File: src/rtl/booth_pkg.sv
package booth_pkg;
  localparam int OP_W   = 16;
  localparam int PROD_W = 2 * OP_W;
  localparam int ACC_W  = OP_W + 2;   // room for +-2b
  localparam int STEPS  = OP_W / 2;
  localparam int CNT_W  = $clog2(STEPS);

  typedef struct packed {
    logic neg;
    logic zero;
    logic two;
  } booth_ctrl_t;
endpackage

File: src/rtl/booth_recoder.sv
module booth_recoder
  import booth_pkg::*;
(
  input  logic [2:0]  trip_i,
  output booth_ctrl_t ctrl_o
);
  always_comb begin
    ctrl_o.neg  = trip_i[2];
    ctrl_o.zero = (trip_i == 3'b000) || (trip_i == 3'b111);
    ctrl_o.two  = (trip_i == 3'b011) || (trip_i == 3'b100);
  end
endmodule

File: src/rtl/booth_pp_gen.sv
module booth_pp_gen
  import booth_pkg::*;
#(
  parameter int IN_W  = OP_W,
  parameter int OUT_W = ACC_W
) (
  input  logic [IN_W-1:0]  mcand_i,
  input  booth_ctrl_t      ctrl_i,
  output logic [OUT_W-1:0] pp_o,
  output logic             cin_o
);
  localparam int EXT_W = OUT_W - IN_W;

  logic [OUT_W-1:0] ext, mag;

  assign ext = {{EXT_W{mcand_i[IN_W-1]}}, mcand_i};
  assign mag = ctrl_i.two ? (ext << 1) : ext;  // 2b by wiring only

  always_comb begin
    if (ctrl_i.zero) begin
      pp_o  = '0;
      cin_o = 1'b0;
    end else begin
      pp_o  = ctrl_i.neg ? ~mag : mag;
      cin_o = ctrl_i.neg;
    end
  end
endmodule

File: src/rtl/booth_seq_ctrl.sv
module booth_seq_ctrl
  import booth_pkg::*;
#(
  parameter int N_STEPS = STEPS,
  parameter int C_W     = CNT_W
) (
  input  logic clk_i,
  input  logic rst_ni,
  input  logic start_i,
  output logic accept_o,
  output logic busy_o,
  output logic last_o,
  output logic done_o
);
  logic [C_W-1:0] cnt_q;

  assign accept_o = start_i && !busy_o;
  assign last_o   = busy_o && (cnt_q == C_W'(N_STEPS - 1));

  always_ff @(posedge clk_i or negedge rst_ni) begin
    if (!rst_ni) begin
      busy_o <= 1'b0;
      done_o <= 1'b0;
      cnt_q  <= '0;
    end else begin
      done_o <= last_o;
      if (accept_o) begin
        busy_o <= 1'b1;
        cnt_q  <= '0;
      end else if (busy_o) begin
        cnt_q <= cnt_q + 1'b1;
        if (last_o) busy_o <= 1'b0;
      end
    end
  end

  p_done_pulse_r5: assert property (@(posedge clk_i) disable iff (!rst_ni)
    done_o |=> !done_o);
  p_done_on_fall_r5: assert property (@(posedge clk_i) disable iff (!rst_ni)
    $fell(busy_o) |-> done_o);
  p_done_idle_r5: assert property (@(posedge clk_i) disable iff (!rst_ni)
    done_o |-> !busy_o || $past(start_i));
  p_accept_busy_r2: assert property (@(posedge clk_i) disable iff (!rst_ni)
    (start_i && !busy_o) |=> busy_o);
endmodule

File: src/rtl/booth_mul_r4.sv
module booth_mul_r4
  import booth_pkg::*;
(
  input  logic              clk_i,
  input  logic              rst_ni,
  input  logic              start_i,
  input  logic [OP_W-1:0]   mcand_i,
  input  logic [OP_W-1:0]   mplier_i,
  output logic              busy_o,
  output logic              done_o,
  output logic [PROD_W-1:0] product_o
);
  localparam int COMB_W = ACC_W + OP_W;

  logic              accept, last;
  logic [ACC_W-1:0]  hi_q, pp, sum;
  logic [OP_W-1:0]   lo_q, mcand_q;
  logic              qm1_q, cin;
  booth_ctrl_t       ctrl;
  logic signed [COMB_W-1:0] comb, shifted;

  booth_seq_ctrl u_ctrl (
    .clk_i    (clk_i),
    .rst_ni   (rst_ni),
    .start_i  (start_i),
    .accept_o (accept),
    .busy_o   (busy_o),
    .last_o   (last),
    .done_o   (done_o)
  );

  booth_recoder u_rec (
    .trip_i (({lo_q[1:0], qm1_q})),
    .ctrl_o (ctrl)
  );

  booth_pp_gen u_pp (
    .mcand_i (mcand_q),
    .ctrl_i  (ctrl),
    .pp_o    (pp),
    .cin_o   (cin)
  );

  assign sum     = hi_q + pp + {{(ACC_W-1){1'b0}}, cin};
  assign comb    = {sum, lo_q};
  assign shifted = comb >>> 2;

  always_ff @(posedge clk_i or negedge rst_ni) begin
    if (!rst_ni) begin
      hi_q      <= '0;
      lo_q      <= '0;
      qm1_q     <= 1'b0;
      mcand_q   <= '0;
      product_o <= '0;
    end else if (accept) begin
      hi_q    <= '0;
      lo_q    <= mplier_i;
      qm1_q   <= 1'b0;           // bit below LSB is zero
      mcand_q <= mcand_i;
    end else if (busy_o) begin
      {hi_q, lo_q} <= shifted;
      qm1_q        <= lo_q[1];
      if (last) product_o <= shifted[PROD_W-1:0];
    end
  end

  p_zero_two_excl_r4: assert property (@(posedge clk_i) disable iff (!rst_ni)
    busy_o |-> !(ctrl.zero && ctrl.two));
  p_zero_no_cin_r4: assert property (@(posedge clk_i) disable iff (!rst_ni)
    (busy_o && ctrl.zero) |-> (pp == '0) && !cin);
  p_ignore_start_r8: assert property (@(posedge clk_i) disable iff (!rst_ni)
    busy_o |=> $stable(mcand_q));
  p_hold_product_r9: assert property (@(posedge clk_i) disable iff (!rst_ni)
    !busy_o |=> $stable(product_o));
  p_first_trip_r3: assert property (@(posedge clk_i) disable iff (!rst_ni)
    accept |=> !qm1_q);
endmodule

File: config.mk
export PLATFORM = sky130hd
export DESIGN_NAME = booth_mul_r4
export DESIGN_NICKNAME = d
export VERILOG_FILES = /design/src/rtl/booth_pkg.sv /design/src/rtl/booth_recoder.sv /design/src/rtl/booth_pp_gen.sv /design/src/rtl/booth_seq_ctrl.sv /design/src/rtl/booth_mul_r4.sv
export SDC_FILE = /design/constraint.sdc
export NUM_CORES = 1
export LEC_CHECK = 0
export ABC_AREA = 1
export CAP_MARGIN = 20
export CORE_UTILIZATION = 42
export DETAILED_ROUTE_END_ITERATION = 6
export HOLD_SLACK_MARGIN = 0.03
export PLACE_DENSITY_LB_ADDON = 0.15
export SYNTH_ARGS = -nofsm -noshare
export SYNTH_HDL_FRONTEND = slang
export SYNTH_SLANG_ARGS = --single-unit
File: constraint.sdc
create_clock -name clk_i -period 2.83 [get_ports clk_i]
set_input_delay 0.4245 -clock clk_i [delete_from_list [all_inputs] [get_ports clk_i]]
set_output_delay 0.4245 -clock clk_i [all_outputs]
set_load 0.005 [all_outputs]
Word-level counts from Yosys, hierarchy flattened
Cells that the tools add are included.
W data, S select, Z words.
{"block": "totals", "input_bits": 35, "output_inout_bits": 34, "regBits": 88, "elab_cells": 40}
{"block": "classes", "n_reduce_logical": 8, "muxes": 15, "n_bitwise": 2, "n_addsub": 3, "n_eq_ne": 4}
{"operator": "$mux W18", "n": 4}
{"operator": "$mux W16", "n": 3}
{"operator": "$add A18 B1 Y18", "n": 1}
{"operator": "$add A18 B18 Y18", "n": 1}
{"operator": "$not A18 Y18", "n": 1}
{"operator": "$eq A3 B3 Y1 const B", "n": 3}
{"operator": "$mux W1", "n": 6}
{"operator": "$mux W3", "n": 2}
{"operator": "$add A3 B1 Y3 const B", "n": 1}
{"operator": "$eq A3 B2 Y1 const B", "n": 1}
{"operator": "$logic_not A3 Y1", "n": 1}
{"operator": "$reduce_and A3 Y1", "n": 1}
{"operator": "$logic_and A1 B1 Y1", "n": 2}
{"operator": "$logic_or A1 B1 Y1", "n": 2}
{"operator": "$reduce_bool A2 Y1", "n": 1}
{"operator": "$logic_not A1 Y1", "n": 1}
{"operator": "$not A1 Y1", "n": 1}

Longest topological paths before layout
Gate-level depths: netlist of the first run.
{"block": "logic_depth", "word_depth": 10, "ltp_mapped": 22, "depth_no_buf": 21}

Cells and area by module
From an unflattened synthesis of the first run, not the netlist that was laid out.
{"block": "hier_totals", "cells_unflattened": 627, "hier_area_um2": 4942.2}
{"module": "booth_mul_r4", "instances": 1, "area_per_inst_um2": 4072.7, "cells_per_inst": 470, "seq_area_each_um2": 2026.9}
{"module": "booth_pp_gen", "instances": 1, "area_per_inst_um2": 614.3, "cells_per_inst": 125, "seq_area_each_um2": 0.0}
{"module": "booth_seq_ctrl", "instances": 1, "area_per_inst_um2": 212.7, "cells_per_inst": 23, "seq_area_each_um2": 125.1}
{"module": "booth_recoder", "instances": 1, "area_per_inst_um2": 42.5, "cells_per_inst": 9, "seq_area_each_um2": 0.0}

Worst setup path before layout of the first run
Ideal clock, no wire load.
{"block": "synth_timing", "kind": "reg2reg", "start": "register lo_q[1]", "end": "register hi_q[10]", "path_slack_ps": 443, "setup_ps": 118, "synth_period_minus_slack_ps": 2387, "stages_incl_launch_ff": 16, "required_ps": 2712, "path_buffers": 1, "arrival_time_ps": 2269, "cell_sequence": "dfrtp_1 -> inv_1 -> buf_2 -> o21ai_0 -> a21oi_1 -> fa_1 -> inv_1 -> fa_1 -> o21ai_2 -> nand2_1 -> nand2_1 -> nand2_1 -> nand2_1 -> nand2_1 -> nand3_1 -> nand2_1"}
{"block": "synth_via", "elab_chain_len": 10, "elab_cells_between_ends": 15, "classes_between": "add/sub (2); eq/ne (3); mux (6); bitwise (1); reduce/logical (3)"}
{"element": "from (decl)", "line_no": "booth_mul_r4.sv:17", "text": "logic [OP_W-1:0] lo_q, mcand_q;"}
{"element": "from (signal assigned)", "line_no": "booth_mul_r4.sv:57", "text": "lo_q <= mplier_i;"}
{"element": "from (signal assigned)", "line_no": "booth_mul_r4.sv:61", "text": "{hi_q, lo_q} <= shifted;"}
{"element": "$eq A3 B2 Y1 / $eq A3 B3 Y1 (equally long branches)", "line_no": "booth_recoder.sv:10", "text": "ctrl_o.two = (trip_i == 3'b011) || (trip_i == 3'b100);"}
{"element": "$logic_or A1 B1 Y1", "line_no": "booth_recoder.sv:10"}
{"element": "$mux W16", "line_no": "booth_pp_gen.sv:17", "text": "assign mag = ctrl_i.two ? (ext << 1) : ext;"}
{"element": "$not A18 Y18", "line_no": "booth_pp_gen.sv:24", "text": "pp_o = ctrl_i.neg ? ~mag : mag;"}
{"element": "$mux W18", "line_no": "booth_pp_gen.sv:24"}
{"element": "$mux W18", "line_no": "booth_pp_gen.sv:20", "text": "if (ctrl_i.zero) begin"}
{"element": "$add A18 B18 Y18", "line_no": "booth_mul_r4.sv:44", "text": "assign sum = hi_q + pp + {{(ACC_W-1){1'b0}}, cin};"}
{"element": "$add A18 B1 Y18 (*)", "line_no": "booth_mul_r4.sv:44"}
{"element": "$mux W18 (*)", "line_no": "booth_mul_r4.sv:60", "text": "end else if (busy_o) begin"}
{"element": "$mux W18 (*)", "line_no": "booth_mul_r4.sv:55", "text": "end else if (accept) begin"}
{"element": "to (signal assigned)", "line_no": "booth_mul_r4.sv:61"}
{"element": "to (decl)", "line_no": "booth_mul_r4.sv:16", "text": "logic [ACC_W-1:0] hi_q, pp, sum;"}
Every way passes the cells marked *; elsewhere a longest branch is shown, timed or not. The select of a mux whose other input is x is not followed.
A chain may end at the register's enable or synchronous reset.

Worst setup path after layout of the first run
{"block": "layout_timing", "start": "register lo_q[0]", "end": "register product_o[30]"}
{"block": "layout_via", "elab_chain_len": 8, "elab_cells_between_ends": 13, "classes_between": "add/sub (2); eq/ne (3); mux (4); bitwise (1); reduce/logical (3)"}
{"element": "$eq A3 B2 Y1 / $eq A3 B3 Y1 (equally long branches)", "line_no": "booth_recoder.sv:10"}
{"element": "$logic_or A1 B1 Y1", "line_no": "booth_recoder.sv:10"}
{"element": "$mux W16", "line_no": "booth_pp_gen.sv:17"}
{"element": "$not A18 Y18", "line_no": "booth_pp_gen.sv:24"}
{"element": "$mux W18", "line_no": "booth_pp_gen.sv:24"}
{"element": "$mux W18", "line_no": "booth_pp_gen.sv:20"}
{"element": "$add A18 B18 Y18", "line_no": "booth_mul_r4.sv:44"}
{"element": "$add A18 B1 Y18 (*)", "line_no": "booth_mul_r4.sv:44"}
{"element": "to (signal assigned)", "line_no": "booth_mul_r4.sv:63", "text": "if (last) product_o <= shifted[PROD_W-1:0];"}
{"element": "to (decl)", "line_no": "booth_mul_r4.sv:11", "text": "output logic [PROD_W-1:0] product_o"}
Every way passes the cells marked *; elsewhere a longest branch is shown, timed or not.

==> results of run 1 <==
-- sequential cells by signal, indices dropped and copies added, names as in the netlist --
register / cells
u_ctrl.done_o: 1
qm1_q: 1
lo_q: 16
u_ctrl.cnt_q: 3
product_o: 32
hi_q: 16
u_ctrl.busy_o: 1
mcand_q: 16
-- area by class of cell --
class                   count  area, sq um  share of cell area [%]
clock buffers              11          141                    2.45
repair buffers             82          808                    14.0
multi-input cells         450         2280                    39.5
inverters                  48          180                    3.12
clock inverters             5         33.8                   0.586
flip-flops and latches     86         2150                    37.3
well taps                 140          175                    3.04
-- how the worst max path moves through the flow --
stage | end | slack (ps) | start
2_1_floorplan | hi_q[10]$_DFFE_PN0P_ | 440 | lo_q[1]$_DFFE_PN0P_
3_3_place_gp | product_o[29]$_DFFE_PN0P_ | 30 | qm1_q$_DFFE_PN0P_
3_5_place_dp | product_o[29]$_DFFE_PN0P_ | 8 | qm1_q$_DFFE_PN0P_
4_1_cts | product_o[29]$_DFFE_PN0P_ | 70 | lo_q[0]$_DFFE_PN0P_
5_1_grt | product_o[31]$_DFFE_PN0P_ | -6 | lo_q[1]$_DFFE_PN0P_
6_report | product_o[30]$_DFFE_PN0P_ | 210 | lo_q[0]$_DFFE_PN0P_
-- through the flow --
step                      hold WS (ps)  TNS [ps]  instance area (sq um)
after CTS                         46.9         0                   5700
after global routing              73.8     -5.82                   5770
after detailed placement           445         0                   5520
final                             31.6         0                   5770
after global placement             446         0                   5520
after floorplan                    129         0                   4650
-- per-layer routing --
layer / vias up / global-route usage [%]
met3: 18 / 3.15
met2: 85 / 36.8
met4: 0 / 8.61
met5: - / 0
met1: 1871 / 27.8
li1: 2095 / -
-- kinds of logic after synthesis --
kind of cell / synth area share (%)
AOI/OAI and AO/OA: 12.2
xor gates and xnor gates: 1.32
adders and majority gates: 5.70
buffers and inverters: 6.37
DFF: 46.2
and+or+nand+nor: 28.2
-- critical path: stages (launching register included) --
cell and delay, ps:
dfrtp_1 410, nand2_2 100, buf_4 160, o21ai_0 80, a21oi_1 180, fa_1 290
inv_1 80, fa_1 420, o21ai_2 200, nand2_1 70, nand2_1 140, nand2_1 110
nand2_1 80, nand2_1 60, nand3_1 70, nand2_1 60
-- Yosys cell counts --
master,n
or2_2,1
nand3b_1,7
o211ai_1,3
buf_8,1
inv_1,48
fa_1,2
clkbuf_1,11
o21ai_2,2
and2_1,1
o21ai_1,2
buf_6,2
buf_1,2
xor2_1,2
nand2_2,3
nand3_1,39
o21ai_0,59
a22oi_2,3
ha_1,18
buf_2,6
nor3_1,3
a21oi_4,3
o22ai_1,2
nand2_1,246
dfrtp_1,86
a21oi_1,18
a22oi_1,2
xnor2_1,5
nor2_1,25
a22o_1,2
-- timing repair --
action                                  CTS  global route
pin swaps                                 0             3
setup buffers                             0             1
resized for setup                         1            24
cloned                                    0             2
endpoints found under the setup margin    1            26
==> impl_results.md, run 1 <==
* R2r worst-path depth at 15
* Clock Sinks at 86
* Clk_lat worst skew at 360 ps
* First-pass DRT Iterations at 4
* N_diodes at 0
* Global-route wire length before repair at 19.2 mm
* Setup crit end kind: register
* Crit path arrival time at 2870 ps
* Sequential fraction of the synthesis area at 46.2%
* Worst R2R Start: lo_q[0]$_DFFE_PN0P_
* Die X at 107 um
* Final slew viol count at 0
* Routed Antenna Nets at 0
* Synth unique cells at 29
* Worst reg2reg setup slack at 210 ps
* Core area at 10800 sq um
* Largest net degree at the start of global routing at 47
* Vias per cell at 4.95
* Detailed placer's ending HPWL at 8.48 mm
* Syn Area/Cell at 7.70 sq um
* Leading post-synthesis cells by cell area: dfrtp_1, nand2_1, o21ai_0
* Tmin final at 2620 ps
* Netlist Area Pre-Place at 4650 sq um
* DRT iter0 DRCs at 188
* Synth Register Bits at 86
* Initial antenna violation count at 0
* Area Growth Syn to Fin at 24.0%
* Setup violators final at 0
* Fin. Hold Viols at 0
* WL met3 at 493 um
* Worst slew pin tran at 529 ps
* Kind of critical path: reg -> reg
* Hold buffer count at cts at 0
* # rows at 38
* CTS clock-pin slew for the worst setup and hold paths at 90 ps
* Placed Cells at 803
* Final Cycle Share at 92.6%
* I/O pin total at 69
* Clk root buf: clkbuf_8
* Min-Delay Path Class: in -> async
* # DRC at 0
* Top layer in use: met4
* Layout cells sized above 1 at 8.94%
* Die height at 107 um
* Non-Filler Instances at 822
* Vias post-DR at 4069
* Met1 Routed Length at 5.27 mm
* Crit-path max FO at 7
* Final core occ at 53.5%
* Status: finished, final reports clean
* Clock Skews at 9.11 ps
* WL/cell at 13.9 um
* Number of global-route vias before repair at 3996
* CTS tree: built
* Final worst slack at 209 ps
* Critical path data required time at 3080 ps
* Nets at 732
* H-tree levels at 3
* Buffers on Ports at 68
* Reg-to-Reg End: product_o[30]$_DFFE_PN0P_
* Gpl congestion at 0.820
* Synth Net Count at 659
* RSZ-0062 raised after global routing: yes
* Initial Utilization at 43.1%
* Worst slew margin at 64.7%
* Cells after Synth at 604
* TritonCTS Buffers at 9
* Yosys synthesis warning count at 0
* Total wire length at 11.4 mm
* Most frequent cells in the layout: nand2_1, dfrtp_1, clkdlybuf4s50_1
* Commonest non-fill, non-tap cell in the layout: nand2_1
* Die ar. at 11500 sq um
* Peak Freq at 382 MHz
* Filler instances at 1066
* Leading area contributor after synthesis: dfrtp_1
* Synth top area share at 46.2%
* GRT Total Usage at 21.7%
* Total congestion overflow at 0
* Max Root-Sink Buffers at 2
* Crit path launch type: register
* Met2 WL at 5.45 mm
* Place WS at 7.51 ps
* Number of max-cap violations at 0
Power of run 1 is left out: the tool's default activity adds up to more than one toggle a clock period on the data nets, which glitch-free logic cannot reach.
==> inputs of run 2 (changes only) <==
--- a/config.mk
+++ b/config.mk
@@ -7,10 +7,11 @@
 export LEC_CHECK = 0
 export ABC_AREA = 1
 export CAP_MARGIN = 20
-export CORE_UTILIZATION = 42
+export CORE_UTILIZATION = 30
 export DETAILED_ROUTE_END_ITERATION = 6
 export HOLD_SLACK_MARGIN = 0.03
 export PLACE_DENSITY_LB_ADDON = 0.15
+export REMOVE_ABC_BUFFERS = 1
 export SYNTH_ARGS = -nofsm -noshare
 export SYNTH_HDL_FRONTEND = slang
 export SYNTH_SLANG_ARGS = --single-unit
==> run 2 against run 1 <==
Hold slack better by 23 ps. Design area is 5.1% higher. Setup slack better by 46 ps. First-iteration DRC count is 16% higher. Core utilization is 13 points lower.
==> impl_results.md, run 2 (synthesized netlist as in run 1, its figures left out) <==
* Clock Skews at 6.29 ps (-2.83 ps)
* DRT iter0 DRCs at 218 (+16%)
* N_diodes at 0 (unchanged)
* I/O pin total at 69 (unchanged)
* Clock Sinks at 86 (unchanged)
* Reg-to-Reg End: hi_q[13]$_DFFE_PN0P_
* TritonCTS Buffers at 9 (unchanged)
* Clk root buf: clkbuf_16
* Final Cycle Share at 91.0% (-1.6 points)
* Crit-path max FO at 8 (+1)
* Crit path launch type: register
* Layout cells sized above 1 at 10.9% (+1.9 points)
* Initial Utilization at 30.7% (-12 points)
* Setup crit end kind: register
* GRT Total Usage at 17.3% (-4.4 points)
* # rows at 45 (+18%)
* Worst reg2reg setup slack at 260 ps (+50 ps)
* Nets at 741 (+1.2%)
* Initial antenna violation count at 0 (unchanged)
* R2r worst-path depth at 17 (+2)
* Vias post-DR at 4121 (+1.3%)
* Min-Delay Path Class: in -> async
* CTS clock-pin slew for the worst setup and hold paths at 70 ps (-20 ps)
* Die ar. at 16000 sq um (+39%)
* Total congestion overflow at 0 (unchanged)
* Die height at 127 um (+18%)
* Non-Filler Instances at 879 (+6.9%)
* Status: finished, final reports clean
* WL/cell at 14.7 um (+5.6%)
* Worst slew pin tran at 576 ps (+47.0 ps)
* H-tree levels at 3 (unchanged)
* Most flops, register: product_o
* Most frequent cells in the layout: nand2_1, dfrtp_1, clkdlybuf4s50_1
* Number of global-route vias before repair at 4283 (+7.2%)
* Most frequent CP cell: nand2_1
* Peak Freq at 388 MHz (+1.8%)
* Number of max-cap violations at 0 (unchanged)
* Max Root-Sink Buffers at 2 (unchanged)
* First-pass DRT Iterations at 4 (unchanged)
* Worst path slowest cell: dfrtp_1
* Hold_ws at 54.2 ps (+22.6 ps)
* Routed Antenna Nets at 0 (unchanged)
* Area Growth Syn to Fin at 30.3%
* Filler instances at 1566 (+47%)
* Max FFs per register at 32 (unchanged)
* Vias per cell at 4.69 (-5.3%)
* Setup violators final at 0 (unchanged)
* Fin. Hold Viols at 0 (unchanged)
* Worst R2R Start: qm1_q$_DFFE_PN0P_
* Commonest non-fill, non-tap cell in the layout: nand2_1
* CTS tree: built
* Gpl congestion at 0.868 (+5.9%)
* Worst slew margin at 61.6% (-3.1 points)
* # DRC at 0 (unchanged)
* Final slew viol count at 0 (unchanged)
* Largest net degree at the start of global routing at 42 (-11%)
* Tmin final at 2570 ps (-45.9 ps)
* CP peak stage delay at 390 ps (-30 ps)
* Total wire length at 12.9 mm (+13%)
* Crit path arrival time at 2810 ps (-60 ps)
* Buffers on Ports at 68 (unchanged)
* Place WS at 83.5 ps (+75.9 ps)
* Detailed placer's ending HPWL at 9.38 mm (+11%)
* Die X at 127 um (+18%)
* Kind of critical path: reg -> reg
* Core area at 15100 sq um (+40%)
* Hold buffer count at cts at 0 (unchanged)
* Clk_lat worst skew at 360 ps (about the same)
* CP cell instances: inv_1 > nand2_2 > nand2_2 > nand2_4 > buf_4 > nor2_1 > a21oi_4 > a22oi_2 > ha_1 > nand2_1 > inv_1 > nand2_1 > nand3_1 > a21oi_2 > nand3b_1 > nand3_1 > nand2_1
* Placed Cells at 858 (+6.8%)
* Final worst slack at 255 ps (+45.9 ps)
* Critical path data required time at 3070 ps (about the same)
* Global-route wire length before repair at 21.4 mm (+12%)
* Final core occ at 40.0% (-13 points)
[run 2: metal layers]
metal	part of all wire [%]	global-route usage (%)
met1	47	22.4
met2	47	28.0
met3	4.3	3.80
met4	1.8	7.09
met5	0	0
[run 2: timing repair]
| action | in CTS | in global routing |
|---|---|---|
| resized for setup | 0 | 33 |
| setup buffers | 0 | 4 |
| setup endpoints to repair | 0 | 26 |
[run 2: critical path: cells and delay by family (launching register included)]
family          cells  cell delay (ps)
buf+inv             3              300
fa+ha+maj           1              300
simple gates       10             1050
flops               1              390
compound gates      3              390
[run 2: worst max-delay path by stage]
stage	depth (start not counted)	start	to	slack, ps
2_1_floorplan	17	lo_q[1]$_DFFE_PN0P_	hi_q[11]$_DFFE_PN0P_	80
3_3_place_gp	18	qm1_q$_DFFE_PN0P_	product_o[27]$_DFFE_PN0P_	100
3_5_place_dp	15	lo_q[1]$_DFFE_PN0P_	hi_q[13]$_DFFE_PN0P_	80
4_1_cts	15	lo_q[1]$_DFFE_PN0P_	hi_q[13]$_DFFE_PN0P_	50
5_1_grt	17	lo_q[0]$_DFFE_PN0P_	product_o[27]$_DFFE_PN0P_	-4
6_report	17	qm1_q$_DFFE_PN0P_	hi_q[13]$_DFFE_PN0P_	260
[run 2: final cells by class]
class / instances / area (sq um) / share of cell area (%)
Multi-Input combinational cell: 449 / 2310 / 38.1
Inverter: 48 / 180 / 2.97
Timing Repair Buffer: 92 / 875 / 14.4
Clock buffer: 9 / 225 / 3.72
Sequential cell: 86 / 2150 / 35.5
Tap cell: 188 / 235 / 3.88
Clock inverter: 7 / 82.6 / 1.36
[run 2: stage by stage]
step / cell area [sq um] / setup TNS [ps]
2_1_floorplan: 4540 / 0
3_3_place_gp: 5620 / 0
3_5_place_dp: 5620 / 0
4_1_cts: 5920 / 0
5_1_grt: 6060 / -3.67
6_report: 6060 / 0
Power of run 2 is left out for the same reason.
